### config.mk
export PLATFORM = sky130hd
export DESIGN_NAME = vol_knob_ctrl
export DESIGN_NICKNAME = d
export VERILOG_FILES = /design/src/rtl/vk_pkg.sv /design/src/rtl/vk_debounce.sv /design/src/rtl/vk_pair_arbiter.sv /design/src/rtl/vk_knob_reg.sv /design/src/rtl/vol_knob_ctrl.sv
export SDC_FILE = /design/constraint.sdc
export NUM_CORES = 1
export LEC_CHECK = 0
export ABC_AREA = 0
export BUFFER_PORTS_ARGS = -buffer_cell sky130_fd_sc_hd__clkbuf_2
export CORE_MARGIN = 1.5
export CORE_UTILIZATION = 25
export CTS_CLUSTER_SIZE = 8
export DETAILED_ROUTE_END_ITERATION = 16
export PLACE_DENSITY = 0.52
export SETUP_SLACK_MARGIN = 0.4
export SKIP_CTS_REPAIR_TIMING = 1
export SYNTH_ARGS = -nofsm -noshare
export SYNTH_HDL_FRONTEND = slang
export SYNTH_SLANG_ARGS = --single-unit
### constraint.sdc
create_clock -name clk -period 2.8 [get_ports clk]
set_input_delay 0.84 -clock clk [delete_from_list [all_inputs] [get_ports clk]]
set_output_delay 0.84 -clock clk [all_outputs]
set_load 0.01 [all_outputs]
### src/rtl/vk_pkg.sv
package vk_pkg;
  localparam int KNOB_W  = 8;
  localparam int LEVEL_W = 6;
  localparam int MUTE_BIT = 7;

  typedef enum logic [1:0] {
    PEND_NONE = 2'd0,
    PEND_UP   = 2'd1,
    PEND_DN   = 2'd2
  } pend_e;

  typedef struct packed {
    logic step_up;
    logic step_dn;
    logic toggle;
  } knob_ev_t;
endpackage

### src/rtl/vk_debounce.sv
module vk_debounce #(
  parameter int CYCLES = 4
) (
  input  logic clk,
  input  logic rst,
  input  logic raw_i,
  output logic level_o,
  output logic rise_o
);
  localparam int CNT_W = (CYCLES < 2) ? 1 : $clog2(CYCLES + 1);
  localparam logic [CNT_W-1:0] LAST = CNT_W'(CYCLES - 1);

  logic [CNT_W-1:0] cnt_q;

  always_ff @(posedge clk) begin
    if (rst) begin
      cnt_q   <= '0;
      level_o <= 1'b0;
      rise_o  <= 1'b0;
    end else begin
      rise_o <= 1'b0;
      if (raw_i == level_o) begin
        cnt_q <= '0;
      end else if (cnt_q == LAST) begin
        cnt_q   <= '0;
        level_o <= raw_i;
        rise_o  <= raw_i;
      end else begin
        cnt_q <= cnt_q + 1'b1;
      end
    end
  end
endmodule

### src/rtl/vk_pair_arbiter.sv
module vk_pair_arbiter
  import vk_pkg::*;
#(
  parameter int WINDOW = 4
) (
  input  logic clk,
  input  logic rst,
  input  logic up_rise_i,
  input  logic dn_rise_i,
  output logic step_up_o,
  output logic step_dn_o,
  output logic pair_tog_o
);
  localparam int WIN_W = (WINDOW < 2) ? 1 : $clog2(WINDOW + 1);
  localparam logic [WIN_W-1:0] WIN_LAST = WIN_W'(WINDOW - 1);

  pend_e            pend_q;
  logic [WIN_W-1:0] wcnt_q;

  always_ff @(posedge clk) begin
    if (rst) begin
      pend_q     <= PEND_NONE;
      wcnt_q     <= '0;
      step_up_o  <= 1'b0;
      step_dn_o  <= 1'b0;
      pair_tog_o <= 1'b0;
    end else begin
      step_up_o  <= 1'b0;
      step_dn_o  <= 1'b0;
      pair_tog_o <= 1'b0;
      if (up_rise_i && dn_rise_i) begin
        pair_tog_o <= 1'b1;
        pend_q     <= PEND_NONE;
      end else if ((pend_q == PEND_UP && dn_rise_i) ||
                   (pend_q == PEND_DN && up_rise_i)) begin
        pair_tog_o <= 1'b1;
        pend_q     <= PEND_NONE;
      end else if (pend_q != PEND_NONE) begin
        if (wcnt_q == WIN_LAST) begin
          step_up_o <= (pend_q == PEND_UP);
          step_dn_o <= (pend_q == PEND_DN);
          pend_q    <= PEND_NONE;
          wcnt_q    <= '0;
        end else begin
          wcnt_q <= wcnt_q + 1'b1;
        end
      end else if (up_rise_i) begin
        pend_q <= PEND_UP;
        wcnt_q <= '0;
      end else if (dn_rise_i) begin
        pend_q <= PEND_DN;
        wcnt_q <= '0;
      end
    end
  end
endmodule

### src/rtl/vk_knob_reg.sv
module vk_knob_reg
  import vk_pkg::*;
(
  input  logic              clk,
  input  logic              rst,
  input  logic              gpio_mode_i,
  input  logic              wr_en_i,
  input  logic [KNOB_W-1:0] wr_data_i,
  input  knob_ev_t          ev_i,
  output logic [KNOB_W-1:0] knob_o
);
  localparam logic [LEVEL_W-1:0] LVL_MAX = '1;
  localparam logic [LEVEL_W-1:0] LVL_MIN = '0;
  localparam int PAD_W = KNOB_W - 1 - LEVEL_W;

  logic               mute_q;
  logic [LEVEL_W-1:0] level_q;
  logic               btn_live;

  assign btn_live = !gpio_mode_i;

  always_ff @(posedge clk) begin
    if (rst) begin
      mute_q  <= 1'b0;
      level_q <= '0;
    end else if (wr_en_i) begin
      mute_q  <= wr_data_i[MUTE_BIT];
      level_q <= wr_data_i[LEVEL_W-1:0];
    end else if (btn_live) begin
      mute_q <= mute_q ^ ev_i.toggle;
      if (ev_i.step_up && level_q != LVL_MAX)
        level_q <= level_q + 1'b1;
      else if (ev_i.step_dn && level_q != LVL_MIN)
        level_q <= level_q - 1'b1;
    end
  end

  assign knob_o = {mute_q, {PAD_W{1'b0}}, level_q};
endmodule

### src/rtl/vol_knob_ctrl.sv
module vol_knob_ctrl
  import vk_pkg::*;
#(
  parameter int DEBOUNCE_CYCLES = 16
) (
  input  logic       clk,
  input  logic       rst,
  input  logic       btn_up_i,
  input  logic       btn_dn_i,
  input  logic       btn_mute_i,
  input  logic       gpio_mode_i,
  input  logic       wr_en_i,
  input  logic [7:0] wr_data_i,
  output logic [7:0] knob_o
);
  localparam int NUM_BTN = 3;
  localparam int IDX_UP = 0;
  localparam int IDX_DN = 1;
  localparam int IDX_MUTE = 2;

  logic [NUM_BTN-1:0] raw;
  logic [NUM_BTN-1:0] held;
  logic [NUM_BTN-1:0] rise;
  logic               step_up, step_dn, pair_tog;
  knob_ev_t           ev;

  assign raw = {btn_mute_i, btn_dn_i, btn_up_i};

  for (genvar g = 0; g < NUM_BTN; g++) begin : g_deb
    vk_debounce #(.CYCLES(DEBOUNCE_CYCLES)) u_deb (
      .clk    (clk),
      .rst    (rst),
      .raw_i  (raw[g]),
      .level_o(held[g]),
      .rise_o (rise[g])
    );
  end

  vk_pair_arbiter #(.WINDOW(DEBOUNCE_CYCLES)) u_pair (
    .clk       (clk),
    .rst       (rst),
    .up_rise_i (rise[IDX_UP]),
    .dn_rise_i (rise[IDX_DN]),
    .step_up_o (step_up),
    .step_dn_o (step_dn),
    .pair_tog_o(pair_tog)
  );

  assign ev.step_up = step_up;
  assign ev.step_dn = step_dn;
  assign ev.toggle  = pair_tog ^ rise[IDX_MUTE];

  vk_knob_reg u_reg (
    .clk        (clk),
    .rst        (rst),
    .gpio_mode_i(gpio_mode_i),
    .wr_en_i    (wr_en_i),
    .wr_data_i  (wr_data_i),
    .ev_i       (ev),
    .knob_o     (knob_o)
  );

  logic unused_held;
  assign unused_held = ^held;
endmodule

Word level (Yosys, flattened, before mapping)
Cells that the tools add are included.
Cells by class
  equality and inequality tests: 12
  bitwise operators: 12
  multiplexer cells: 16
  reductions and logical operators: 24
  $add $sub $neg: 6
Operators by type and width (count)
  $mux 6: 4
  $reduce_or 3->1: 7
  $add 5x1->5 const B: 4
  $eq 5x4->1 const B: 4
  $mux 5: 4
  $not 1->1: 10
  $reduce_and 2->1: 5
  $mux 2: 4
  $add 6x1->6 const B: 1
  $ne 6x6->1 const B: 1
  $reduce_bool 3->1: 2
  $reduce_bool 6->1: 1
  $sub 6x1->6 const B: 1
  $logic_and 1x1->1: 5
  $reduce_or 5->1: 1
  $mux 1: 4
  $eq 1x1->1: 3
  $reduce_and 3->1: 1
  $eq 2x1->1 const B: 1
  $eq 2x2->1 const B: 1
  $ne 2x1->1 const B: 1
  $ne 2x2->1 const B: 1
  $reduce_bool 2->1: 1
  $xor 1x1->1: 2
  $logic_or 1x1->1: 1
Word-level totals
  bits of input ports: 15
  flip-flop bits (word level): 38
  output and inout port bits: 8

Longest topological paths before layout
  depth in word-level cells: 6
  depth in mapped cells: 8
  gate-level depth less buffers: 8

Hierarchy
From an unflattened synthesis, not the netlist that was laid out.
Second synthesis, totals
  cell total of the unflattened synthesis: 207
  area, all modules: 1944.4 um^2
Modules (own cells, without submodules)
  vk_debounce: area an instance 266.5 um^2, seq. area each 140.1 um^2, instances 3, cells an instance 25
  vk_knob_reg: area an instance 585.6 um^2, seq. area each 140.1 um^2, instances 1, cells an instance 68
  vk_pair_arbiter: area an instance 550.5 um^2, seq. area each 200.2 um^2, instances 1, cells an instance 63
  vol_knob_ctrl: area an instance 8.8 um^2, seq. area each 0.0 um^2, instances 1, cells an instance 1

Least setup slack after synthesis
No wires, ideal clock.
  path type: register to register
  from: reg u_reg.level_q[0]
  to: reg u_reg.level_q[5]
  arrival time: 2.145 ns
  buffers on the path: 0
  period minus slack after synthesis: 2.263 ns
  data required time: 2.682 ns
  stages on the path, launching flop included: 9
  setup slack: 0.537 ns
  setup time: 0.118 ns
  cell sequence: dfxtp_1 > nand2_1 > o21ai_1 > ha_1 > a211oi_1 > o21bai_1 > a21oi_1 > xnor2_1 > o21ai_2
Between the ends
  cells in the longest elaborated chain, start to end: 5
  elaborated cells between the ends (all ways): 12
Ends and longest elaborated chain
  from (decl): line vk_knob_reg.sv:17  | logic [LEVEL_W-1:0] level_q;
  from (signal assigned): line vk_knob_reg.sv:28  | level_q <= wr_data_i[LEVEL_W-1:0];
  from (signal assigned): line vk_knob_reg.sv:32  | level_q <= level_q + 1'b1;
  from (signal assigned): line vk_knob_reg.sv:34  | level_q <= level_q - 1'b1;
  $sub 6x1->6 or $ne 6x6->1 (tied branches): line vk_knob_reg.sv:34, vk_knob_reg.sv:31
  $mux 6 or $logic_and 1x1->1 (tied branches): line vk_knob_reg.sv:33, vk_knob_reg.sv:31
  $mux 6: line vk_knob_reg.sv:31  | if (ev_i.step_up && level_q != LVL_MAX)
  $mux 6: line vk_knob_reg.sv:29  | end else if (btn_live) begin
  $mux 6: line vk_knob_reg.sv:26  | end else if (wr_en_i) begin
Several ways; a longest one is shown, not always the timed one. The select of a mux whose other input is x is not followed.
A chain may end at the register's enable or synchronous reset.

Final worst setup path
  from: reg u_reg.level_q[1]
  to: reg u_reg.level_q[5]
Same word-level chain as after synthesis.

==> flow_summary.toml <==
[sta]
tightest_slew_ns = 0.551
relSlewSlack_pct = 63.2
grt_setup_unrepaired = "false"
timing.fmax_mhz = 459
fin_worst_skew_ns = 0.00690
setup_tns_ns = 0
fin_crit_sh_pct = 77.8
period_minus_slack_ns = 2.18
setup_viol = 0
slew_violations = 0
finalHoldViolations = 0

[run]
cap_violations = 0

[yosys]
syn_inst = 199
yosys_warnings = 0
avgSynthCellArea_sq_um = 9.20
seq_area_frac_synth_pct = 41.6
synth_area_sq_um = 1830
ys_seq_elements = 38
synth_cell_types = 43
syn-num-nets = 226

[placement]
io_buffers = 20
dp_hpwl_microns = 2360
gp_congestion = 0.756

[global_routing]
antenna_found_initial = 0
grt.total_usage_pct = 9.33
grt-ovfl-total = 0
grt_pass1_wl_microns = 5650
grt_pass1_vias = 1329
grt_max_degree = 28

[die]
die_area_sq_um = 7840
die_y_microns = 88.6
fp.coreArea_sq_um = 7180
chipWidth_microns = 88.6
rows = 31
ios = 23
start_util_pct = 25.5

[power]
irDropWorstVdd_mv = 0.152
total_power_uw = 1150
leakagePower_uw = 0.000837
power_density_nw_per_um2 = 537

[routing]
drt-met1-wl_microns = 1630
met3_wirelength_microns = 120
ant_nets = 0
drt-total-wl_microns = 3290
drt_iter0_drc = 28
drc = 0
wire_per_inst_microns = 10.2
vias = 1399
via_per_inst = 4.36
routed.top_layer = "met4"
wl_met2_microns = 1480
first_pass_iters = 3

[clocking]
path_clk_slew_ns = 0.08
root_buffer = "clkbuf_8"
cts_buffers = 5
cts_max_path_buffers = 2
tritoncts = "yes"
insertion_delay_ns = 0.29
h-tree-depth = 2
cts_sinks = 38

[final_layout]
area_growth_pct = 17.3
drive_gt1_share_pct = 15.8
nets = 248
final_common_cell = "dfxtp_1"
antenna_cells = 0
final_cell_mix = "dfxtp_1 (38), nor2_1 (33), clkbuf_2 (20)"

[setup_path]
crit_required_ns = 2.99
cp-end-kind = "register"
r2r_start = "u_reg.level_q[1]$_SDFFE_PP0P_"
arrival_ns = 2.37
path_class = "reg2reg"
worstSetupStartpoint = "u_reg.level_q[1]$_SDFFE_PP0P_"
critPathLaunchType = "register"
cp_max_fo = 6

[min_path]
hold_class = "reg2reg"
holdCritStartpoint = "g_deb[1].u_deb.cnt_q[0]$_SDFF_PP0_"

[status]
status = "finished clean"
power by group:
group / internal, uW / switching, uW
logic: 58.8 / 66.2
registers: 553 / 15.3
clock network: 262 / 197
cells in the mapped netlist, drive strengths merged:
cell / number / area share (%)
a311oi: 2 / 0.96
nor2: 33 / 6.8
a21o: 2 / 0.82
a21oi: 11 / 3.0
xor2: 4 / 1.9
conb: 1 / 0.20
inv: 12 / 2.5
o311ai: 1 / 1.4
nand3: 7 / 1.9
clkbuf: 3 / 0.62
or4: 2 / 1.0
buf: 4 / 1.3
a211o: 1 / 0.48
o22a: 1 / 0.48
xnor2: 11 / 5.3
nor4b: 1 / 0.48
o21bai: 1 / 0.41
a31oi: 1 / 0.34
nor4bb: 3 / 1.6
and3b: 1 / 0.48
fa: 1 / 1.1
o31a: 1 / 0.48
nor2b: 1 / 0.34
nand4: 1 / 0.34
dfxtp: 38 / 42
o211ai: 2 / 1.6
and3: 3 / 1.0
or4b: 1 / 0.55
mux2i: 8 / 4.4
or3: 4 / 1.4
nand4b: 1 / 0.48
nand3b: 3 / 1.2
o21ai: 11 / 3.2
a211oi: 2 / 0.82
nor3b: 1 / 0.41
nand2: 8 / 1.6
ha: 11 / 7.5
path summary, 6_finish.rpt:
check | depth (start not counted) | end | slack (ns)
setup / recovery | 8 | u_reg.level_q[5]$_SDFFE_PP0P_ | 0.62
hold / removal | 1 | g_deb[1].u_deb.cnt_q[0]$_SDFF_PP0_ | 0.45
setup reg to reg | 8 | u_reg.level_q[5]$_SDFFE_PP0P_ | 0.62
hold reg to reg | 1 | g_deb[1].u_deb.cnt_q[0]$_SDFF_PP0_ | 0.45
worst max-delay path, cell delays in order, from the launching register on:
cell and delay (ns):
dfxtp_1 0.52, nand2_1 0.14, o21ai_2 0.25, ha_1 0.29, a211oi_1 0.30, o21bai_1 0.13, a21oi_1 0.21, xnor2_1 0.16
o21ai_2 0.08
layer usage:
layer	vias to the layer above	global-route usage (%)
met3	6	3.36
met5	-	0
met4	0	4.69
met2	19	14.4
li1	734	-
met1	640	11.5
area by class of cell:
type	count	area (sq um)
clock buffers	5	68.8
clock inverters	3	40.0
fillers	768	5030
inverters	12	45.0
multi-input cells	142	993
flip-flops and latches	38	761
well taps	99	124
repair buffers	22	115
stage by stage:
stage	std cells	setup WS (ns)	hold WS [ns]	util [%]	cell area, sq um
3_5_place_dp	313	0.566	0.437	28.4	2030
5_1_grt	321	0.412	0.486	29.9	2150
6_report	321	0.620	0.451	29.9	2150
3_3_place_gp	313	0.542	0.430	28.4	2030
4_1_cts	321	0.536	0.456	29.9	2140
2_1_floorplan	199	0.537	0.418	-	1830
flip-flops by register name, summed over array words and instances, names as in the netlist:
register,count
g_deb.u_deb.cnt_q,15
u_reg.level_q,6
u_pair.wcnt_q,5
g_deb.u_deb.level_o,3
g_deb.u_deb.rise_o,3
u_pair.pend_q,2
u_pair.pair_tog_o,1
u_pair.step_dn_o,1
u_pair.step_up_o,1
u_reg.mute_q,1
cells by family (layout without fill, tap and decap cells):
kind of cell / after synthesis / count (layout) / share of synthesized area (%)
muxes: 8 / 8 / 4.37
adders and majority gates: 12 / 12 / 8.61
buffers and inverters: 19 / 42 / 4.37
DFF: 38 / 38 / 41.6
AOI/OAI and AO/OA: 36 / 36 / 14.0
xor gates and xnor gates: 15 / 15 / 7.18
and+or+nand+nor: 70 / 70 / 19.7
other: 1 / 1 / 0.205
Power figures use the tool's default switching activity.
